<file path="src/rtl/ptc_pkg.sv">
package ptc_pkg;
  localparam int WORD_W = 32;
  localparam int SEC_LSB = 0;
  localparam int SEC_W = 6;
  localparam int MIN_LSB = 6;
  localparam int MIN_W = 6;
  localparam int HR_LSB = 12;
  localparam int HR_W = 5;
  localparam int DAY_LSB = 17;
  localparam int DAY_W = 15;
  localparam int TOD_W = DAY_LSB;

  typedef struct packed {
    logic advance;
    logic loadTime;
    logic loadAlarm;
    logic loadWatch;
  } ptcStrobe_t;
endpackage

</file>
<file path="src/rtl/ptc_ctrl.sv">
module ptc_ctrl
  import ptc_pkg::*;
#(
  parameter int PRESCALE = 32768
) (
  input  logic       clk,
  input  logic       rstN,
  input  logic       tickEn,
  input  logic       scaleEn,
  input  logic       loadTime,
  input  logic       loadAlarm,
  input  logic       loadWatch,
  output ptcStrobe_t strobe
);
  localparam int CNT_W = (PRESCALE > 2) ? $clog2(PRESCALE) : 1;
  localparam logic [CNT_W-1:0] LAST = CNT_W'(PRESCALE - 1);

  logic [CNT_W-1:0] preCnt;
  logic preWrap;
  logic rawAdvance;

  always_comb begin
    preWrap = (preCnt == LAST);
    rawAdvance = tickEn & (~scaleEn | preWrap);
    strobe.advance = rawAdvance & ~loadTime & ~loadWatch;
    strobe.loadTime = loadTime;
    strobe.loadAlarm = loadAlarm;
    strobe.loadWatch = loadWatch;
  end

  always_ff @(posedge clk) begin
    if (!rstN) begin
      preCnt <= '0;
    end else if (loadTime || !scaleEn) begin
      preCnt <= '0;
    end else if (tickEn) begin
      preCnt <= preWrap ? '0 : preCnt + 1'b1;
    end
  end

  AST_PRESCALE_CLEAR: assert property (@(posedge clk) disable iff (!rstN)
    loadTime |=> (preCnt == '0));
  AST_ADVANCE_NEEDS_TICK: assert property (@(posedge clk) disable iff (!rstN)
    strobe.advance |-> tickEn);
  AST_SCALED_RESTART: assert property (@(posedge clk) disable iff (!rstN)
    (scaleEn && strobe.advance) |=> (preCnt == '0));
endmodule

</file>
<file path="src/rtl/ptc_datapath.sv">
module ptc_datapath
  import ptc_pkg::*;
(
  input  logic              clk,
  input  logic              rstN,
  input  ptcStrobe_t        strobe,
  input  logic [WORD_W-1:0] loadData,
  output logic [WORD_W-1:0] timeWord,
  output logic              secPulse,
  output logic              minPulse,
  output logic              hourPulse,
  output logic              dayPulse,
  output logic              todAlarmPulse,
  output logic              dayAlarmPulse,
  output logic              watchPulse
);
  localparam logic [SEC_W-1:0] SEC_TOP = SEC_W'(59);
  localparam logic [MIN_W-1:0] MIN_TOP = MIN_W'(59);
  localparam logic [HR_W-1:0] HR_TOP = HR_W'(23);

  logic [SEC_W-1:0] secR;
  logic [MIN_W-1:0] minR;
  logic [HR_W-1:0] hrR;
  logic [DAY_W-1:0] dayR;
  logic [WORD_W-1:0] alarmR;
  logic [WORD_W-1:0] watchR;

  logic secWrap, minWrap, hrWrap;
  logic [SEC_W-1:0] secNext;
  logic [MIN_W-1:0] minNext;
  logic [HR_W-1:0] hrNext;
  logic [DAY_W-1:0] dayNext;
  logic [WORD_W-1:0] wordNext;

  always_comb begin
    secWrap = (secR == SEC_TOP);
    minWrap = secWrap && (minR == MIN_TOP);
    hrWrap = minWrap && (hrR == HR_TOP);
    secNext = secWrap ? '0 : secR + 1'b1;
    minNext = secWrap ? (minWrap ? '0 : minR + 1'b1) : minR;
    hrNext = minWrap ? (hrWrap ? '0 : hrR + 1'b1) : hrR;
    dayNext = hrWrap ? dayR + 1'b1 : dayR;
    wordNext = {dayNext, hrNext, minNext, secNext};
  end

  always_ff @(posedge clk) begin
    if (!rstN) begin
      secR <= '0;
      minR <= '0;
      hrR <= '0;
      dayR <= '0;
      alarmR <= '0;
      watchR <= '0;
      secPulse <= 1'b0;
      minPulse <= 1'b0;
      hourPulse <= 1'b0;
      dayPulse <= 1'b0;
      todAlarmPulse <= 1'b0;
      dayAlarmPulse <= 1'b0;
      watchPulse <= 1'b0;
    end else begin
      secPulse <= strobe.advance;
      minPulse <= strobe.advance && secWrap;
      hourPulse <= strobe.advance && minWrap;
      dayPulse <= strobe.advance && hrWrap;
      todAlarmPulse <= strobe.advance && (wordNext[TOD_W-1:0] == alarmR[TOD_W-1:0]);
      dayAlarmPulse <= strobe.advance && (wordNext == alarmR);
      watchPulse <= strobe.advance && (watchR == WORD_W'(1));
      if (strobe.loadTime) begin
        secR <= loadData[SEC_LSB +: SEC_W];
        minR <= loadData[MIN_LSB +: MIN_W];
        hrR <= loadData[HR_LSB +: HR_W];
        dayR <= loadData[DAY_LSB +: DAY_W];
      end else if (strobe.advance) begin
        secR <= secNext;
        minR <= minNext;
        hrR <= hrNext;
        dayR <= dayNext;
      end
      if (strobe.loadAlarm) begin
        alarmR <= loadData;
      end
      if (strobe.loadWatch) begin
        watchR <= loadData;
      end else if (strobe.advance && watchR != '0) begin
        watchR <= watchR - 1'b1;
      end
    end
  end

  assign timeWord = {dayR, hrR, minR, secR};

  AST_SEC_WRAP: assert property (@(posedge clk) disable iff (!rstN)
    (strobe.advance && secR == SEC_TOP) |=> (secR == '0 && minPulse));
  AST_DAY_STEP: assert property (@(posedge clk) disable iff (!rstN)
    (strobe.advance && hrR == HR_TOP && minR == MIN_TOP && secR == SEC_TOP)
      |=> (dayR == DAY_W'($past(dayR) + 1'b1)));
  AST_MIN_WITH_SEC: assert property (@(posedge clk) disable iff (!rstN)
    minPulse |-> secPulse);
  AST_DAYAL_HAS_TOD: assert property (@(posedge clk) disable iff (!rstN)
    dayAlarmPulse |-> todAlarmPulse);
  AST_WATCH_IDLE: assert property (@(posedge clk) disable iff (!rstN)
    (watchR == '0 && !strobe.loadWatch) |=> (!watchPulse && watchR == '0));
endmodule

</file>
<file path="src/rtl/packed_time_counter.sv">
module packed_time_counter
  import ptc_pkg::*;
#(
  parameter int PRESCALE = 32768
) (
  input  logic        clk,
  input  logic        rstN,
  input  logic        tickEn,
  input  logic        scaleEn,
  input  logic        loadTime,
  input  logic        loadAlarm,
  input  logic        loadWatch,
  input  logic [31:0] loadData,
  output logic [31:0] timeWord,
  output logic        secPulse,
  output logic        minPulse,
  output logic        hourPulse,
  output logic        dayPulse,
  output logic        todAlarmPulse,
  output logic        dayAlarmPulse,
  output logic        watchPulse
);
  ptcStrobe_t strobe;

  ptc_ctrl #(.PRESCALE(PRESCALE)) uCtrl (
    .clk(clk),
    .rstN(rstN),
    .tickEn(tickEn),
    .scaleEn(scaleEn),
    .loadTime(loadTime),
    .loadAlarm(loadAlarm),
    .loadWatch(loadWatch),
    .strobe(strobe)
  );

  ptc_datapath uData (
    .clk(clk),
    .rstN(rstN),
    .strobe(strobe),
    .loadData(loadData),
    .timeWord(timeWord),
    .secPulse(secPulse),
    .minPulse(minPulse),
    .hourPulse(hourPulse),
    .dayPulse(dayPulse),
    .todAlarmPulse(todAlarmPulse),
    .dayAlarmPulse(dayAlarmPulse),
    .watchPulse(watchPulse)
  );

  AST_RESET_QUIET: assert property (@(posedge clk)
    !rstN |=> (timeWord == '0 && !secPulse && !watchPulse));
endmodule

</file>
<file path="config.mk">
export PLATFORM = sky130hd
export DESIGN_NAME = packed_time_counter
export DESIGN_NICKNAME = d
export VERILOG_FILES = /design/src/rtl/ptc_pkg.sv /design/src/rtl/ptc_ctrl.sv /design/src/rtl/ptc_datapath.sv /design/src/rtl/packed_time_counter.sv
export SDC_FILE = /design/constraint.sdc
export NUM_CORES = 1
export LEC_CHECK = 0
export ABC_AREA = 0
export BUFFER_PORTS_ARGS = -buffer_cell sky130_fd_sc_hd__buf_2
export CAP_MARGIN = 30
export CORE_AREA = 2 2 154 156
export DETAILED_ROUTE_END_ITERATION = 16
export DIE_AREA = 0 0 156 158
export GPL_ROUTABILITY_DRIVEN = 0
export SLEW_MARGIN = 20
export SYNTH_ARGS = -nofsm -noshare
export SYNTH_HDL_FRONTEND = slang
export SYNTH_SLANG_ARGS = --single-unit
export TNS_END_PERCENT = 100
</file>
<file path="constraint.sdc">
create_clock -name clk -period 3.8 [get_ports clk]
set_input_delay 0.19 -clock clk [delete_from_list [all_inputs] [get_ports clk]]
set_output_delay 0.19 -clock clk [all_outputs]
set_load 0.01 [all_outputs]
</file>
======== After elaboration in Yosys (flattened, before gate mapping) ========
Cells that the tools add are included.
word-level totals
  output and inout bits ................... 39
  bits in registers ....................... 118
  word-level logic and storage cells ...... 67
  bits of input ports ..................... 39
operators by class
  reductions and logical operators ........ 15
  add/subtract/negate cells ............... 6
  equality and inequality tests ........... 7
  mux-type cells .......................... 17
  bitwise logic cells ..................... 8
operators with widths
  kind                   number
  $mux 32                2
  $mux 15                4
  $mux 6                 7
  $eq 32x1->1 const B    1
  $eq 32x32->1           1
  $reduce_bool 32->1     1
  $sub 32x1->32 const B  1
  $add 15x1->15 const B  2
  $mux 5                 4
  $eq 17x17->1           1
  $eq 15x15->1 const B   1
  $add 6x1->6 const B    2
  $eq 6x6->1 const B     2
  $logic_and 1x1->1      9
  $add 5x1->5 const B    1
  $eq 5x5->1 const B     1
  $not 1->1              4
  $reduce_bool 2->1      2
  $and 1x1->1            3
  $reduce_or 2->1        1
  $logic_not 1->1        1
  $logic_or 1x1->1       1
  $or 1x1->1             1

======== Logic depth before layout (Yosys ltp) ========
Gate-level depths: netlist of run 1.
  depth in word-level cells ............... 8
  depth in mapped cells ................... 11
  depth with buffers taken out ............ 11

======== By module ========
From an unflattened synthesis of run 1, not the netlist that was laid out.
unflattened totals
  cell total of the unflattened synthesis .. 821
  area, all modules ....................... 6891.6 µm²
modules (own cells, without submodules)
  module        sequential area each (µm²)  area an instance (µm²)  cells an instance  times used
  ptc_datapath  2062.0                      6092.1                  735                1
  ptc_ctrl      300.3                       799.5                   86                 1

======== Worst setup path before layout of run 1 ========
OpenSTA, ideal clock, no wires.
  path kind ............................... register to register
  start ................................... register uData.minR[1]
  end ..................................... register uData.dayAlarmPulse
  buffers on the path ..................... 1
  setup time .............................. 0.087 ns
  arrival time ............................ 2.907 ns
  period minus slack after synthesis ...... 2.994 ns
  cell stages (with the launch flop) ...... 11
  required time ........................... 3.713 ns
  setup slack ............................. 0.806 ns
  cells stage by stage .................... dfxtp_1 ha_1 nand4b_1 or2_1 buf_2 nor3_1 xor2_1 mux2_2 nor4_1 or4b_4 nor4b_2
between the ends
  longest elaborated chain between the ends .. 7
  elaborated cells on any way between the ends .. 11
  classes of those cells .................. add/sub (1); eq/ne (2); mux (5); reduce/logical (3)
RTL lines
  what                                                 line                RTL
  start: declaration                                   ptc_datapath.sv:22  logic [MIN_W-1:0] minR;
  start signal: assignment                             ptc_datapath.sv:71  minR <= loadData[MIN_LSB +: MIN_W];
  start signal: assignment                             ptc_datapath.sv:76  minR <= minNext;
  branches (longest 5 deep; another with $add 6x1->6)  --
  $eq 32x32->1 *                                       ptc_datapath.sv:67  dayAlarmPulse <= strobe.advance && (wordNext == alarmR);
  $logic_and 1x1->1 *                                  ptc_datapath.sv:67
  end signal: assignment                               ptc_datapath.sv:67
  end: declaration                                     ptc_datapath.sv:14  output logic dayAlarmPulse,
Every way passes the cells marked *.
A chain may end at the register's enable or synchronous reset.

======== Worst setup path after layout of run 1 ========
  start ................................... register uData.secR[0]
  end ..................................... register uData.dayAlarmPulse
between the ends
  longest elaborated chain between the ends .. 7
  elaborated cells on any way between the ends .. 12
  classes of those cells .................. add/sub (1); eq/ne (2); mux (6); reduce/logical (3)
RTL lines
  what                                                 line                RTL
  start: declaration                                   ptc_datapath.sv:21  logic [SEC_W-1:0] secR;
  start signal: assignment                             ptc_datapath.sv:70  secR <= loadData[SEC_LSB +: SEC_W];
  start signal: assignment                             ptc_datapath.sv:75  secR <= secNext;
  branches (longest 5 deep; another with $add 6x1->6)  --
  $eq 32x32->1 *                                       ptc_datapath.sv:67
  $logic_and 1x1->1 *                                  ptc_datapath.sv:67
Marks and branches as above.

==> results of run 1 <==
==> flip-flops by register name (all words and copies together), names as in the netlist <==
name / cells
uCtrl.preCnt: 15
uData.dayPulse: 1
uData.minR: 6
uData.watchR: 32
uData.todAlarmPulse: 1
uData.dayAlarmPulse: 1
uData.minPulse: 1
uData.dayR: 15
uData.hrR: 5
uData.secPulse: 1
uData.watchPulse: 1
uData.secR: 6
uData.alarmR: 32
uData.hourPulse: 1
==> Yosys cell counts (19+ instances only) <==
| library cell | n |
|---|---|
| nand2_1 | 58 |
| a21oi_1 | 79 |
| xor2_1 | 29 |
| nor2_1 | 110 |
| nor3_1 | 30 |
| nor4_1 | 19 |
| clkbuf_1 | 37 |
| dfxtp_1 | 118 |
| xnor2_1 | 29 |
| nand3_1 | 32 |
| mux2i_1 | 36 |
| o21ai_0 | 55 |
==> power by group <==
part           switching [µW]  total (µW)  internal, µW
registers                89.1        1390          1300
logic                     269         449           180
clock network             626        1790          1170
==> kinds of logic (layout without fill, tap and decap cells) <==
| logic type | Yosys count | after routing | share of synthesized area (%) |
|---|---|---|---|
| xor gates and xnor gates | 58 | 58 | 7.52 |
| DFF | 118 | 118 | 35.0 |
| buffers and inverters | 73 | 137 | 4.46 |
| adders and majority gates | 9 | 9 | 1.63 |
| AOI/OAI and AO/OA | 208 | 208 | 18.9 |
| and+or+nand+nor | 347 | 347 | 26.9 |
| muxes | 38 | 38 | 5.67 |
==> routing by layer <==
layer / track usage, % / up-vias / wire length, µm
li1: - / 3194 / -
met1: 24.4 / 3099 / 10300
met2: 28.0 / 198 / 9880
met3: 3.59 / 35 / 1180
met4: 5.81 / 0 / 409
met5: 0 / - / 0
==> cell type report <==
class | count | area (µm²)
Fill cell | 2391 | 15000
Multi-Input combinational cell | 660 | 4090
Tap cell | 290 | 363
Clock buffer | 17 | 425
Inverter | 18 | 67.6
Clock inverter | 15 | 228
Timing Repair Buffer | 87 | 480
Sequential cell | 118 | 2360
==> path summary, 6_finish.rpt <==
path                         from                   to  slack (ns)  cells past startpoint
setup / recovery    uData.secR[0]  uData.dayAlarmPulse        0.37                      9
hold / removal        loadData[6]      uData.alarmR[6]        0.04                      3
setup reg to reg    uData.secR[0]  uData.dayAlarmPulse        0.37                      9
hold reg to reg   uCtrl.preCnt[1]      uCtrl.preCnt[1]        0.48                      2
==> critical path, cell delays in order (launching register included) <==
cell,delay [ns]
dfxtp_1,0.44
ha_1,0.42
and3_2,0.27
nand2_1,0.17
buf_4,0.23
nor4_2,0.65
nand2_1,0.30
a2111oi_0,0.44
o2111ai_1,0.19
nor4b_2,0.23
==> through the flow <==
stage	total power, µW	utilization (%)	instances	hold slack [ns]
5_1_grt	3780	34.8	1205	0.0689
3_3_place_gp	1850	31.8	1172	0.458
4_1_cts	3650	34.8	1205	0.0341
3_5_place_dp	1860	32.0	1173	0.475
2_1_floorplan	1690	-	851	0.325
6_report	3630	34.8	1205	0.0442
==> results.yml, run 1 <==
cells_and_area:
  nets: 949
  n_antenna_cell: 0
  syn2layout_area_growth_pct: 18.7
  mostFrequentLayoutCells: "118 x dfxtp_1, 110 x nor2_1, 79 x a21oi_1"
  drive_gt1_share_pct: 15.8
  final_area_um2: 8020
  final_common_cell: "dfxtp_1"
global_routing:
  antenna_found_initial: 0
  grt_pass1_vias: 6067
  grt_pass1_wl_um: 34200
  gr-total-overflow: 0
  grt_max_degree: 75
  track_usage_pct: 17.8
yosys:
  syn_avg_cell_area_um2: 7.94
  synth-seq-cells: 118
  postSynthCellCount: 851
  synth_area_leader_cell: "dfxtp_1"
  async_flop_share_pct: 0
  yosysTopAreaCellShare_pct: 35.0
  synth_area_um2: 6760
  seq_area_frac_synth_pct: 35.0
  yosysUniqueCellTypes: 73
  synth_nets: 898
  synth.area.top_cells: "dfxtp_1 35%, nor2_1 6.1%, a21oi_1 5.9%"
  synth_edf_count: 0
  ys.warnings.count: 0
  synthFlopType: "dfxtp_1"
sta:
  tns_ns: 0
  fin_crit_ns: 3.43
  hold_violations: 0
  finalWorstSetupSlack_ns: 0.369
  slew_headroom_pct: 42.7
  final-setup-viol-count: 0
  worst_slew_pin_slew_ns: 0.859
  rsz0062_at_grt: "false"
  skew_ns: 0.0156
  period_share_pct: 90.3
  fmax_mhz: 291
  slew_viol_final: 0
die:
  fp.dieH_um: 158
  ios: 78
  initial_core_util_pct: 29.3
  die_area_um2: 24600
  die_w_um: 156
  rows: 56
  core_area_um2: 23100
clocking:
  cts_hold_buf: 0
  h-tree-depth: 4
  cts_tree: "built"
  clk_pin_slew_ns: 0.06
  cts-buffers-inserted: 17
  ctsResizeCount: 0
  clock_path_buffers: 2
  clock_latency_ns: 0.43
  ctsRootBufferMaster: "clkbuf_16"
  cts_setup_buffers: 0
  cts_num_sinks: 118
placed_design:
  dp_slack_ns: 0.487
  io_buffers: 77
  placed_area_um2: 7370
  dp_hpwl_um: 15500
run_status:
  status: "completed"
setup_path:
  worstPathMaxFanout: 8
  critical_path_required_ns: 4.13
  arrival_ns: 3.77
  worstSetupEndpointType: "register"
  crit_type: "reg -> reg"
  crit_path_start_kind: "register"
drt:
  routed_wl_um: 21800
  drt_iter0_drc: 457
  drc_errors: 0
  antenna_left: 0
  wl_per_cell_um: 18.1
  num_vias: 6526
  viasPerCell: 5.42
  first_pass_iters: 5
pwr:
  p_leak_uw: 0.00303
  peakVddDrop_uv: 194
  power_per_cell_area_nw_per_um2: 453
job:
  maxCapViolCount: 0
worst_hold_path:
  min_path_type: "in -> reg"
Note: power is estimated with default switching activity, not from simulation.
==> run 2, diff against run 1 <==
--- a/config.mk
+++ b/config.mk
@@ -8,9 +8,9 @@
 export ABC_AREA = 0
 export BUFFER_PORTS_ARGS = -buffer_cell sky130_fd_sc_hd__buf_2
 export CAP_MARGIN = 30
-export CORE_AREA = 2 2 154 156
+export CORE_AREA = 2 2 175 177
 export DETAILED_ROUTE_END_ITERATION = 16
-export DIE_AREA = 0 0 156 158
+export DIE_AREA = 0 0 177 179
 export GPL_ROUTABILITY_DRIVEN = 0
 export SLEW_MARGIN = 20
 export SYNTH_ARGS = -nofsm -noshare
==> run 2 against run 1 <==
Via count rose by 2.0%; first-iteration DRC count rose by 61%; combinational power fell by 0.9%; sequential share of layout area fell by 0.26 points; hold slack improved by 0.0047 ns; clock-buffer cell count rose by 6.
==> results.yml, run 2 (synthesis gave the netlist of run 1 again) <==
sta:
  worst_slew_pin_slew_ns: 0.934
  slew_headroom_pct: 37.7
  fmax_mhz: 302
  slew_viol_final: 0
  period_share_pct: 87.2
  final-setup-viol-count: 0
  rsz0062_at_grt: "false"
  hold_violations: 0
  tns_ns: 0
  skew_ns: 0.00886
  fin_crit_ns: 3.31
cells_and_area:
  drive_gt1_share_pct: 15.8
  fill_cells: 3238
  n_antenna_cell: 0
  top_regs: "uData.alarmR x32, uData.watchR x32"
  final_common_cell: "dfxtp_1"
  mostFrequentLayoutCells: "118 x dfxtp_1, 110 x nor2_1, 79 x a21oi_1"
  syn2layout_area_growth_pct: 19.8
  fin_cells: 1310
  nets: 949
  multi_input_area_um2: 4100
  regArea_um2: 2360
  fin_util_pct: 27.0
drt:
  wl_per_cell_um: 17.1
  num_vias: 6654
  routed_wl_um: 22500
  drt_iter0_drc: 737
  viasPerCell: 5.08
  drc_errors: 0
  antenna_left: 0
  first_pass_iters: 5
clocking:
  ctsRootBufferMaster: "clkbuf_16"
  cts_num_sinks: 118
  clk_pin_slew_ns: 0.06
  cts-buffers-inserted: 17
  h-tree-depth: 4
  cts_hold_buf: 0
  ctsResizeCount: 0
  clock_latency_ns: 0.42
  cts_setup_buffers: 0
  cts_tree: "built"
  clock_path_buffers: 2
pwr:
  peakVddDrop_uv: 231
  p_leak_uw: 0.00302
  power_per_cell_area_nw_per_um2: 429
die:
  initial_core_util_pct: 22.5
  die_area_um2: 31700
  core_area_um2: 30000
  rows: 64
  ios: 78
  die_w_um: 177
  fp.dieH_um: 179
setup_path:
  arrival_ns: 3.64
  crit_type: "reg -> reg"
  r2r_cells: 8
  crit_path_start_kind: "register"
  rr_endpoint: "uData.dayAlarmPulse"
  worstSetupEndpointType: "register"
  reg2reg_from: "uData.secR[0]"
  critical_path_required_ns: 4.13
  worstPathMaxFanout: 8
  r2r_slack_ns: 0.49
global_routing:
  grt_pass1_vias: 6167
  antenna_found_initial: 5
  grt_max_degree: 50
  gr-total-overflow: 0
  grt_pass1_wl_um: 34900
  track_usage_pct: 14.2
worst_hold_path:
  hold_depth: 3
  worstHoldStart: "loadData[6]"
  whs_endpoint: "uData.alarmR[6]"
  min_path_type: "in -> reg"
job:
  maxCapViolCount: 0
placed_design:
  io_buffers: 77
  dp.cells: 1279
  dp_hpwl_um: 16100
run_status:
  status: "completed"
-- run 2: changes by cell type in the layout (fill, tap and decap cells not counted), sizes merged --
cell,delta
clkbuf,+6
clkinvlp,-4
bufinv,-3
clkinv,+2
inv,-2
-- run 2: through the flow --
step	hold slack, ns	total power (µW)	instance area, µm²	setup slack, ns
CTS	0.0450	3490	8090	0.560
floorplan	0.325	1690	6760	0.806
detailed placement	0.475	1860	7500	0.618
global route	0.0656	3610	8090	0.204
global placement	0.462	1850	7480	0.679
finish	0.0489	3470	8090	0.486
-- run 2: worst max-delay path, stage by stage (launching register included) --
cell and delay, ns:
dfxtp_1 0.47, ha_1 0.40, and3_2 0.26, nand2_1 0.13
nor4_2 0.72, nand2_1 0.34, a2111oi_0 0.45, o2111ai_1 0.19
nor4b_2 0.25
-- run 2: how the worst max path moves through the flow --
stage             startpoint             endpoint  slack (ns)  cells after the start
2_1_floorplan  uData.minR[1]  uData.dayAlarmPulse        0.81                     10
6_report       uData.secR[0]  uData.dayAlarmPulse        0.49                      8
5_1_grt        uData.secR[0]  uData.dayAlarmPulse        0.20                      8
3_5_place_dp   uData.minR[1]  uData.dayAlarmPulse        0.62                      9
4_1_cts        uData.minR[1]  uData.dayAlarmPulse        0.56                      9
3_3_place_gp   uData.secR[0]  uData.dayAlarmPulse        0.68                      9
-- run 2: metal layers --
metal	up-vias	global-route usage, %	routed length [µm]
met4	10	5.99	576
met3	50	3.58	1590
li1	3187	-	-
met1	3151	18.3	10100
met5	-	0	71
met2	256	22.4	10100
-- run 2: where the power goes --
part / switching, µW / internal, µW
Clock: 586 / 1040
Combinational: 267 / 178
Sequential: 90.8 / 1300
Total: 944 / 2520
-- run 2: final cells by class --
type	instances	area share, %
clock buffer	23	6.15
clock inverter	8	1.19
inverter	18	0.835
multi-input combinational	660	50.7
sequential	118	29.2
tap	396	6.12
timing repair buffer	87	5.84
